**config.mk**
```make
export PLATFORM = sky130hd
export DESIGN_NAME = eqs_pulse_gen
export DESIGN_NICKNAME = d
export VERILOG_FILES = /design/src/rtl/eqs_pkg.sv /design/src/rtl/eqs_mode_dec.sv /design/src/rtl/eqs_field_trk.sv /design/src/rtl/eqs_slot.sv /design/src/rtl/eqs_pulse_gen.sv
export SDC_FILE = /design/constraint.sdc
export NUM_CORES = 1
export LEC_CHECK = 0
export BUFFER_PORTS_ARGS = -buffer_cell sky130_fd_sc_hd__buf_2
export CAP_MARGIN = 20
export CORE_MARGIN = 1.5
export CORE_UTILIZATION = 40
export DETAILED_ROUTE_END_ITERATION = 12
export PLACE_DENSITY = 0.75
export REMOVE_ABC_BUFFERS = 1
export SKIP_LAST_GASP = 1
export SLEW_MARGIN = 10
export SYNTH_ARGS = -nofsm -noshare
export SYNTH_HDL_FRONTEND = slang
export SYNTH_SLANG_ARGS = --single-unit
export TNS_END_PERCENT = 50
```
**constraint.sdc**
```tcl
create_clock -name clk_i -period 4.7 [get_ports clk_i]
set_clock_uncertainty 0.1 [all_clocks]
set_input_delay 0.705 -clock clk_i [delete_from_list [all_inputs] [get_ports clk_i]]
set_output_delay 0.705 -clock clk_i [all_outputs]
set_load 0.02 [all_outputs]
```
**src/rtl/eqs_pkg.sv**
```systemverilog
package eqs_pkg;
  typedef enum logic [1:0] {
    MODE_IL_DBL = 2'b00,
    MODE_NI_DBL = 2'b01,
    MODE_BAD    = 2'b10,
    MODE_NI_SGL = 2'b11
  } eqs_mode_e;
endpackage

```
**src/rtl/eqs_mode_dec.sv**
```systemverilog
module eqs_mode_dec
  import eqs_pkg::*;
(
  input  logic       clk_i,
  input  logic       rst_ni,
  input  logic [1:0] mode_i,
  output logic       interlaced_o,
  output logic       double_o,
  output logic       err_o
);
  eqs_mode_e mode;
  logic      err_q;

  always_comb begin
    mode = eqs_mode_e'(mode_i);
    if (mode == MODE_BAD) mode = MODE_IL_DBL;
    interlaced_o = (mode == MODE_IL_DBL);
    double_o     = (mode != MODE_NI_SGL);
  end

  always_ff @(posedge clk_i or negedge rst_ni) begin
    if (!rst_ni)                          err_q <= 1'b0;
    else if (mode_i == 2'(MODE_BAD))      err_q <= 1'b1;
  end

  assign err_o = err_q;
endmodule

```
**src/rtl/eqs_field_trk.sv**
```systemverilog
module eqs_field_trk #(
  parameter int HW = 12,
  parameter int VW = 11
) (
  input  logic          clk_i,
  input  logic          rst_ni,
  input  logic          interlaced_i,
  input  logic [HW-1:0] hcnt_i,
  input  logic [HW-1:0] hmax_i,
  input  logic [VW-1:0] vcnt_i,
  input  logic [VW-1:0] vmax_i,
  output logic          field_o
);
  logic field_q;
  logic wrap;

  assign wrap = (hcnt_i == hmax_i) && (vcnt_i == vmax_i);

  always_ff @(posedge clk_i or negedge rst_ni) begin
    if (!rst_ni)           field_q <= 1'b0;
    else if (!interlaced_i) field_q <= 1'b0;
    else if (wrap)         field_q <= ~field_q;
  end

  assign field_o = field_q;
endmodule

```
**src/rtl/eqs_slot.sv**
```systemverilog
module eqs_slot #(
  parameter int HW = 12,
  parameter int VW = 11
) (
  input  logic [HW-1:0] hcnt_i,
  input  logic [HW-1:0] hmax_i,
  input  logic [VW-1:0] vcnt_i,
  input  logic [VW-1:0] win_start_i,
  input  logic [VW-1:0] win_end_i,
  input  logic          odd_i,
  input  logic          double_i,
  input  logic          vsync_i,
  input  logic [HW-1:0] eq_end_i,
  input  logic [HW-1:0] serr_end_i,
  output logic          win_o,
  output logic          pulse_o
);
  localparam int HLW = VW + 1;

  logic [HW-1:0]  half_pt;
  logic           second;
  logic [HW-1:0]  rel;
  logic [HW-1:0]  width;
  logic [HLW-1:0] hl_idx;
  logic [HLW-1:0] hl_lo;
  logic [HLW-1:0] hl_hi;
  logic           slot_ok;

  always_comb begin
    half_pt = hmax_i >> 1;
    second  = hcnt_i > half_pt;
    rel     = second ? (hcnt_i - half_pt) : hcnt_i;
    // odd field: window shifted half a line later
    hl_idx  = {vcnt_i, second} - HLW'(odd_i);
    hl_lo   = {win_start_i, 1'b0};
    hl_hi   = {win_end_i, 1'b1};
    win_o   = (hl_idx >= hl_lo) && (hl_idx <= hl_hi);
    width   = vsync_i ? serr_end_i : eq_end_i;
    slot_ok = double_i || !second;
    pulse_o = win_o && slot_ok && (rel != '0) && (rel <= width);
  end
endmodule

```
**src/rtl/eqs_pulse_gen.sv**
```systemverilog
module eqs_pulse_gen #(
  parameter int HW = 12,
  parameter int VW = 11
) (
  input  logic          clk_i,
  input  logic          rst_ni,
  input  logic [1:0]    mode_i,
  input  logic          pulse_dis_i,
  input  logic [HW-1:0] hcnt_i,
  input  logic [VW-1:0] vcnt_i,
  input  logic [HW-1:0] hmax_i,
  input  logic [VW-1:0] vmax_i,
  input  logic          hsync_i,
  input  logic          vsync_i,
  input  logic [HW-1:0] eq_end_i,
  input  logic [HW-1:0] serr_end_i,
  input  logic [VW-1:0] win_start_i,
  input  logic [VW-1:0] win_end_i,
  output logic          csync_o,
  output logic          field_o,
  output logic          err_o
);
  logic interlaced, dbl, field, win, pulse, csync_d, csync_q;

  eqs_mode_dec u_mode (
    .clk_i       (clk_i),
    .rst_ni      (rst_ni),
    .mode_i      (mode_i),
    .interlaced_o(interlaced),
    .double_o    (dbl),
    .err_o       (err_o)
  );

  eqs_field_trk #(.HW(HW), .VW(VW)) u_field (
    .clk_i       (clk_i),
    .rst_ni      (rst_ni),
    .interlaced_i(interlaced),
    .hcnt_i      (hcnt_i),
    .hmax_i      (hmax_i),
    .vcnt_i      (vcnt_i),
    .vmax_i      (vmax_i),
    .field_o     (field)
  );

  eqs_slot #(.HW(HW), .VW(VW)) u_slot (
    .hcnt_i     (hcnt_i),
    .hmax_i     (hmax_i),
    .vcnt_i     (vcnt_i),
    .win_start_i(win_start_i),
    .win_end_i  (win_end_i),
    .odd_i      (field & interlaced),
    .double_i   (dbl),
    .vsync_i    (vsync_i),
    .eq_end_i   (eq_end_i),
    .serr_end_i (serr_end_i),
    .win_o      (win),
    .pulse_o    (pulse)
  );

  assign csync_d = (!pulse_dis_i && win) ? pulse : hsync_i;

  always_ff @(posedge clk_i or negedge rst_ni) begin
    if (!rst_ni) csync_q <= 1'b0;
    else         csync_q <= csync_d;
  end

  assign csync_o = csync_q;
  assign field_o = field;
endmodule

```
Yosys cells after proc, flatten, opt, wreduce, memory -nomap -nowiden:

Cells that the tools add are included.
Widths: inputs -> output; s select.

* add/sub/neg operators: 2
* multipliers: 0
* divide/modulo/power cells: 0
* $lt $le $gt $ge: 4
* equality and inequality tests: 5
* shifts and indexed selects: 0
* mux-type cells: 6
* bitwise operators: 2
* reduce and logical (&&, ||, !) cells: 11

Operators with widths (number)
* $le 12x12->1: 2
* $mux 12: 2
* $eq 12x12->1: 1
* $ge 12x12->1: 1
* $gt 12x11->1: 1
* $reduce_bool 12->1: 1
* $sub 12x1->12: 1
* $sub 12x11->12: 1
* $eq 11x11->1: 1
* $logic_and 1x1->1: 6
* $mux 1: 3
* $eq 2x2->1 const B: 1
* $logic_not 1->1: 2
* $logic_not 2->1: 1
* $mux 2: 1
* $ne 2x1->1 const B: 1
* $ne 2x2->1 const B: 1
* $and 1x1->1: 1
* $logic_or 1x1->1: 1
* $not 1->1: 1

* flip-flop bits (word level): 3
* bits in latches: 0
* RAM bits: 0
* memory bits (read-only): 0
* bits of input ports: 99
* output and inout bits: 3
* logic and storage cells: 33
* memories kept: 0

Depth between registers and ports, before layout:

* depth after elaboration: 11
* mapped depth: 25

Hierarchy:

Synthesis repeated with hierarchy kept, for this count alone.

* cells, all modules: 307
* area, all modules: 2331.0 um2

By module, submodules not included
* eqs_slot: instances 1, cells an instance 264, area an instance 1939.4 um2
* eqs_field_trk: instances 1, cells an instance 35, area an instance 299.0 um2
* eqs_pulse_gen: instances 1, cells an instance 4, area an instance 52.6 um2
* eqs_mode_dec: instances 1, cells an instance 4, area an instance 40.0 um2

Worst setup path after synthesis:

OpenSTA, ideal clock, no wires.

* path kind: input to register
* start: in hcnt_i[0]
* end: reg csync_q, in the netlist csync_o
* setup time: 0.079 ns
* data arrival time: 5.222 ns
* required time: 4.521 ns
* slack: -0.702 ns
* stages: 25
* path buffers: 2
* cells stage by stage: inv_1 -> ha_1 -> inv_1 -> fa_1 -> a211oi_1 -> or3_4 -> a311oi_2 -> or3_1 -> buf_6 -> inv_4 -> buf_6 -> ha_1 -> nand2_1 -> or4_1 -> nor2_1 -> xor2_1 -> ha_1 -> and3_1 -> nand3_1 -> nor2_1 -> o31a_1 -> o32ai_1 -> o21ai_0 -> a31oi_1 -> mux2i_1

* cells in the longest elaborated chain, start to end: 8
* elaborated cells between the ends (all ways): 16
* those cells by class: 2 x add/sub; 4 x order compare; 2 x mux; 8 x reduce/logical

Ends and longest elaborated chain
* from (decl): line eqs_pulse_gen.sv:9 `input logic [HW-1:0] hcnt_i,`
* $gt 12x11->1: line eqs_slot.sv:31 `second = hcnt_i > half_pt;`
* $sub 12x1->12: line eqs_slot.sv:34 `hl_idx = {vcnt_i, second} - HLW'(odd_i);`
* $ge 12x12->1 / $le 12x12->1 (equally long branches): line eqs_slot.sv:37 `win_o = (hl_idx >= hl_lo) && (hl_idx <= hl_hi);`
* $logic_and 1x1->1: line eqs_slot.sv:37
* $logic_and 1x1->1 (3 in series): line eqs_slot.sv:40 `pulse_o = win_o && slot_ok && (rel != '0) && (rel <= width);`
* $mux 1 *: line eqs_pulse_gen.sv:60 `assign csync_d = (!pulse_dis_i && win) ? pulse : hsync_i;`
* via csync_d: line eqs_pulse_gen.sv:23 `logic interlaced, dbl, field, win, pulse, csync_d, csync_q;`
* to (signal assigned): line eqs_pulse_gen.sv:64 `else csync_q <= csync_d;`
* to (decl): line eqs_pulse_gen.sv:23

The timed path passes the listed nets; every way through them passes the cells marked *.
A chain may end at the register's enable or synchronous reset.

Worst setup path after layout:

Ends and elaborated chain as after synthesis.

==> results.yml <==
detailed_routing:
  postRouteAntennaNets: 0
  first_pass_iters: 4
  viasPerCell: 5.26
  routed-via-count: 2934
  routed_wire_length_per_instance_um: 14.9
  wirelength_um: 8320
  first_iter_violations: 246
  route.detailed.drc: 0
critical_path:
  endpoint_kind: "flip-flop"
  cp.buffers_inverters: 4
  crit_path_top_delay_cell: "or4_4"
  depth_of_the_worst_register_to_register_path: 14
  slowest_delay_ns: 0.59
  worst_path_required_time_ns: 4.74
  arrival_ns: 5.26
  worst-path-stages: 23
  critPathKind: "in -> reg"
  crit_family: "compound AO/OA/AOI/OAI gates"
  timing.critical_path.fanout_max: 3
  path_cells: "buf_8 -> inv_4 -> ha_4 -> inv_2 -> fa_2 -> a211oi_2 -> or3_4 -> a311oi_4 -> or3_4 -> inv_4 -> ha_4 -> nand2_2 -> or4_4 -> nor2_4 -> xor2_1 -> ha_1 -> o21ai_0 -> nor2_1 -> o31a_1 -> o32ai_2 -> o21ai_1 -> a31oi_1 -> mux2i_1"
  startpoint_type: "input pin"
sta:
  final_hold_violation_count: 0
  worst-slew-pin-transition_ns: 0.538
  setup_viol: 1
  period_share_pct: 111
  timing.fmax_mhz: 192
  final-max-slew-violation-count: 0
  max_slew_margin_pct: 63.8
  period_minus_slack_ns: 5.22
  post-route-worst-setup-slack_ns: -0.516
  rsz_0062_raised_after_global_routing: "true"
power:
  power.density_cell_area_mw_per_mm2: 139
  total_leakage_power_nw: 2.01
  total_power_after_layout_mw: 0.503
  ir_drop_mv: 0.159
die:
  die_h_um: 79.5
  dieArea_sq_mm: 0.00632
  floorplan.initialDensity_pct: 42.0
  io-pin-count: 102
  placeableCoreArea_sq_mm: 0.00557
  fp.dieW_um: 79.5
  floorplan.rows: 27
layout:
  finalInstanceArea_sq_mm: 0.00362
  synthToLayoutAreaGrowth_pct: 54.8
  num-fill-cells: 455
  diodes: 0
  final_layout_size_suffix_gt1_share_pct: 42.6
  final_net_count: 634
clock_tree:
  tritoncts: "built"
  clockRootBuffer: "clkbuf_8"
  hold_buffers: 0
  worstSkewPairLatency_ns: 0.22
  numClockSinks: 3
  path_clk_slew_ns: 0.03
  cts_max_level: 1
  number_of_buffers_created_by_cts: 3
  clk_path_buf_depth: 2
global_routing:
  globalRouteTotalUtil_pct: 24.6
  grt_first_pass_wirelength_um: 12500
  grt-ovfl-total: 0
  grt_antenna_before_repair: 0
  vias_in_the_first_global_route: 2864
  largest_net_degree_at_the_start_of_global_routing: 15
job:
  maxCapViolations: 0
logic_synthesis:
  post_synth_inst_count: 313
  synth_async_sr_flop_share_pct: 100
  synthesis.yosys.warnings: 0
  yosysUniqueCellTypes: 54
  synth-edff-count: 0
  synth_top_flop_cell: "dfrtp_1"
  syn_area_sq_mm: 0.00234
  syn_area_per_cell_sq_um: 7.48
  ys_seq_area_share_pct: 3.21
  ys_seq_elements: 3
place:
  gp_congestion: 0.962
  pre_cts_ws_ns: -0.807
  placement.cell_area_sq_mm: 0.00334
  buffer_ports.inserted: 101
  post-dp-hpwl_um: 6570
run_status:
  run_status: "finished, violations left"
  failed_checks: "negative setup slack"
hold_path:
  holdCritPathClass: "in -> async"
[kinds of logic (layout without fill, tap and decap cells)]
| family | count (synthesis) | count (layout) | share of synthesized area [%] |
|---|---|---|---|
| simple gates | 92 | 92 | 20.5 |
| compound gates | 68 | 68 | 20.5 |
| fa+ha+maj | 48 | 48 | 26.0 |
| buf+inv | 47 | 220 | 8.44 |
| xor+xnor | 41 | 41 | 15.3 |
| mux | 14 | 14 | 6.09 |
| flops | 3 | 3 | 3.21 |
[state kept, by name, summed over array words and instances (netlist names)]
name	count
csync_o	1
u_field.field_o	1
u_mode.err_o	1
[per-stage QoR]
step | setup TNS, ns | hold WS (ns) | std cells | util, %
after floorplan | -0.764 | 0.309 | 308 | -
after global placement | -0.653 | 0.336 | 539 | 59.8
after detailed placement | -0.807 | 0.360 | 539 | 59.8
after CTS | -0.248 | 0.179 | 553 | 62.5
after global routing | -0.652 | 0.183 | 558 | 65.0
final | -0.516 | 0.182 | 558 | 65.0
[path summary, 6_finish.rpt]
kind,to,from,slack [ns]
max,csync_o$_DFF_PN0_,hcnt_i[0],-0.52
min,u_mode.err_o$_DFFE_PN0P_,rst_ni,0.18
max reg2reg,csync_o$_DFF_PN0_,u_field.field_o$_DFFE_PN0P_,1.04
min reg2reg,u_mode.err_o$_DFFE_PN0P_,u_mode.err_o$_DFFE_PN0P_,0.37
max in group asynchronous,u_field.field_o$_DFFE_PN0P_,rst_ni,4.20
min in group clk_i,u_mode.err_o$_DFFE_PN0P_,u_mode.err_o$_DFFE_PN0P_,0.37
[Yosys cell counts, types with 2 or more instances]
| cell type | n | area [sq um] |
|---|---|---|
| a41oi_1 | 2 | 17.5 |
| xor2_1 | 25 | 219 |
| or4_1 | 2 | 15.0 |
| nand2_1 | 25 | 93.8 |
| nand3_1 | 9 | 45.0 |
| nand3b_1 | 2 | 15.0 |
| a21oi_1 | 10 | 50.1 |
| o21a_1 | 3 | 22.5 |
| mux2i_1 | 12 | 120 |
| nor2b_1 | 3 | 18.8 |
| dfrtp_1 | 3 | 75.1 |
| nor4_1 | 10 | 62.6 |
| mux2_2 | 2 | 22.5 |
| nor3_1 | 5 | 25.0 |
| ha_1 | 47 | 588 |
| buf_6 | 2 | 22.5 |
| o31a_1 | 2 | 17.5 |
| a211oi_1 | 2 | 15.0 |
| a21o_1 | 13 | 97.6 |
| a31oi_1 | 4 | 25.0 |
| nand4_1 | 6 | 37.5 |
| inv_1 | 41 | 154 |
| o2111ai_1 | 3 | 26.3 |
| or2_2 | 2 | 12.5 |
| and3_1 | 4 | 25.0 |
| nor2_1 | 15 | 56.3 |
| a21boi_0 | 2 | 15.0 |
| o21ai_0 | 15 | 75.1 |
| xnor2_1 | 16 | 140 |
| nand2b_1 | 2 | 12.5 |
[placed cells by master (no fill, tap or decap), types with 2 or more instances in the layout]
cell type / instances
o31a_1: 2
a21oi_1: 10
buf_4: 74
a21o_1: 13
nor2_1: 13
ha_4: 2
a41oi_1: 2
dfrtp_1: 3
xnor2_1: 14
or3_4: 2
clkbuf_8: 3
and3_1: 3
nand2_1: 24
inv_4: 2
xnor2_2: 2
or2_2: 2
inv_1: 39
ha_1: 45
a21boi_0: 2
mux2_2: 2
xor2_1: 25
buf_2: 99
o21ai_0: 14
nand2b_1: 2
nor4_1: 10
nand3b_1: 2
nand4_1: 6
nand3_1: 8
nor3_1: 4
o2111ai_1: 3
mux2i_1: 12
o21a_1: 3
a31oi_1: 4
nor2b_1: 3
[per-layer routing]
metal	vias up	global-route usage, %	part of all wire, %
li1	1472	-	-
met1	1335	31.8	42
met2	115	43.6	50
met3	12	2.74	5.8
met4	0	4.56	1.7
met5	-	0	0
[report_power, final]
group | leakage [nW] | total, mW | switching [mW] | internal (mW)
logic | 1.95 | 0.399 | 0.199 | 0.200
registers | 0.0344 | 0.0273 | 0.000334 | 0.0269
clock network | 0.0228 | 0.0768 | 0.0188 | 0.0580
total | 2.01 | 0.503 | 0.218 | 0.285
[cell type report]
type	count	area (sq um)	area share, %
Tap cell	72	90.1	2.49
Clock buffer	4	45.0	1.24
Multi-Input combinational cell	263	2190	60.3
Timing Repair Buffer	174	1070	29.4
Sequential cell	3	75.1	2.07
Inverter	42	163	4.49
[repair_timing]
item,4_1_cts,5_1_grt
endpoints found under the setup margin,1,1
resized for setup,8,20
buffers inserted,10,5
pin swaps,3,13
Power figures use the tool's default switching activity.
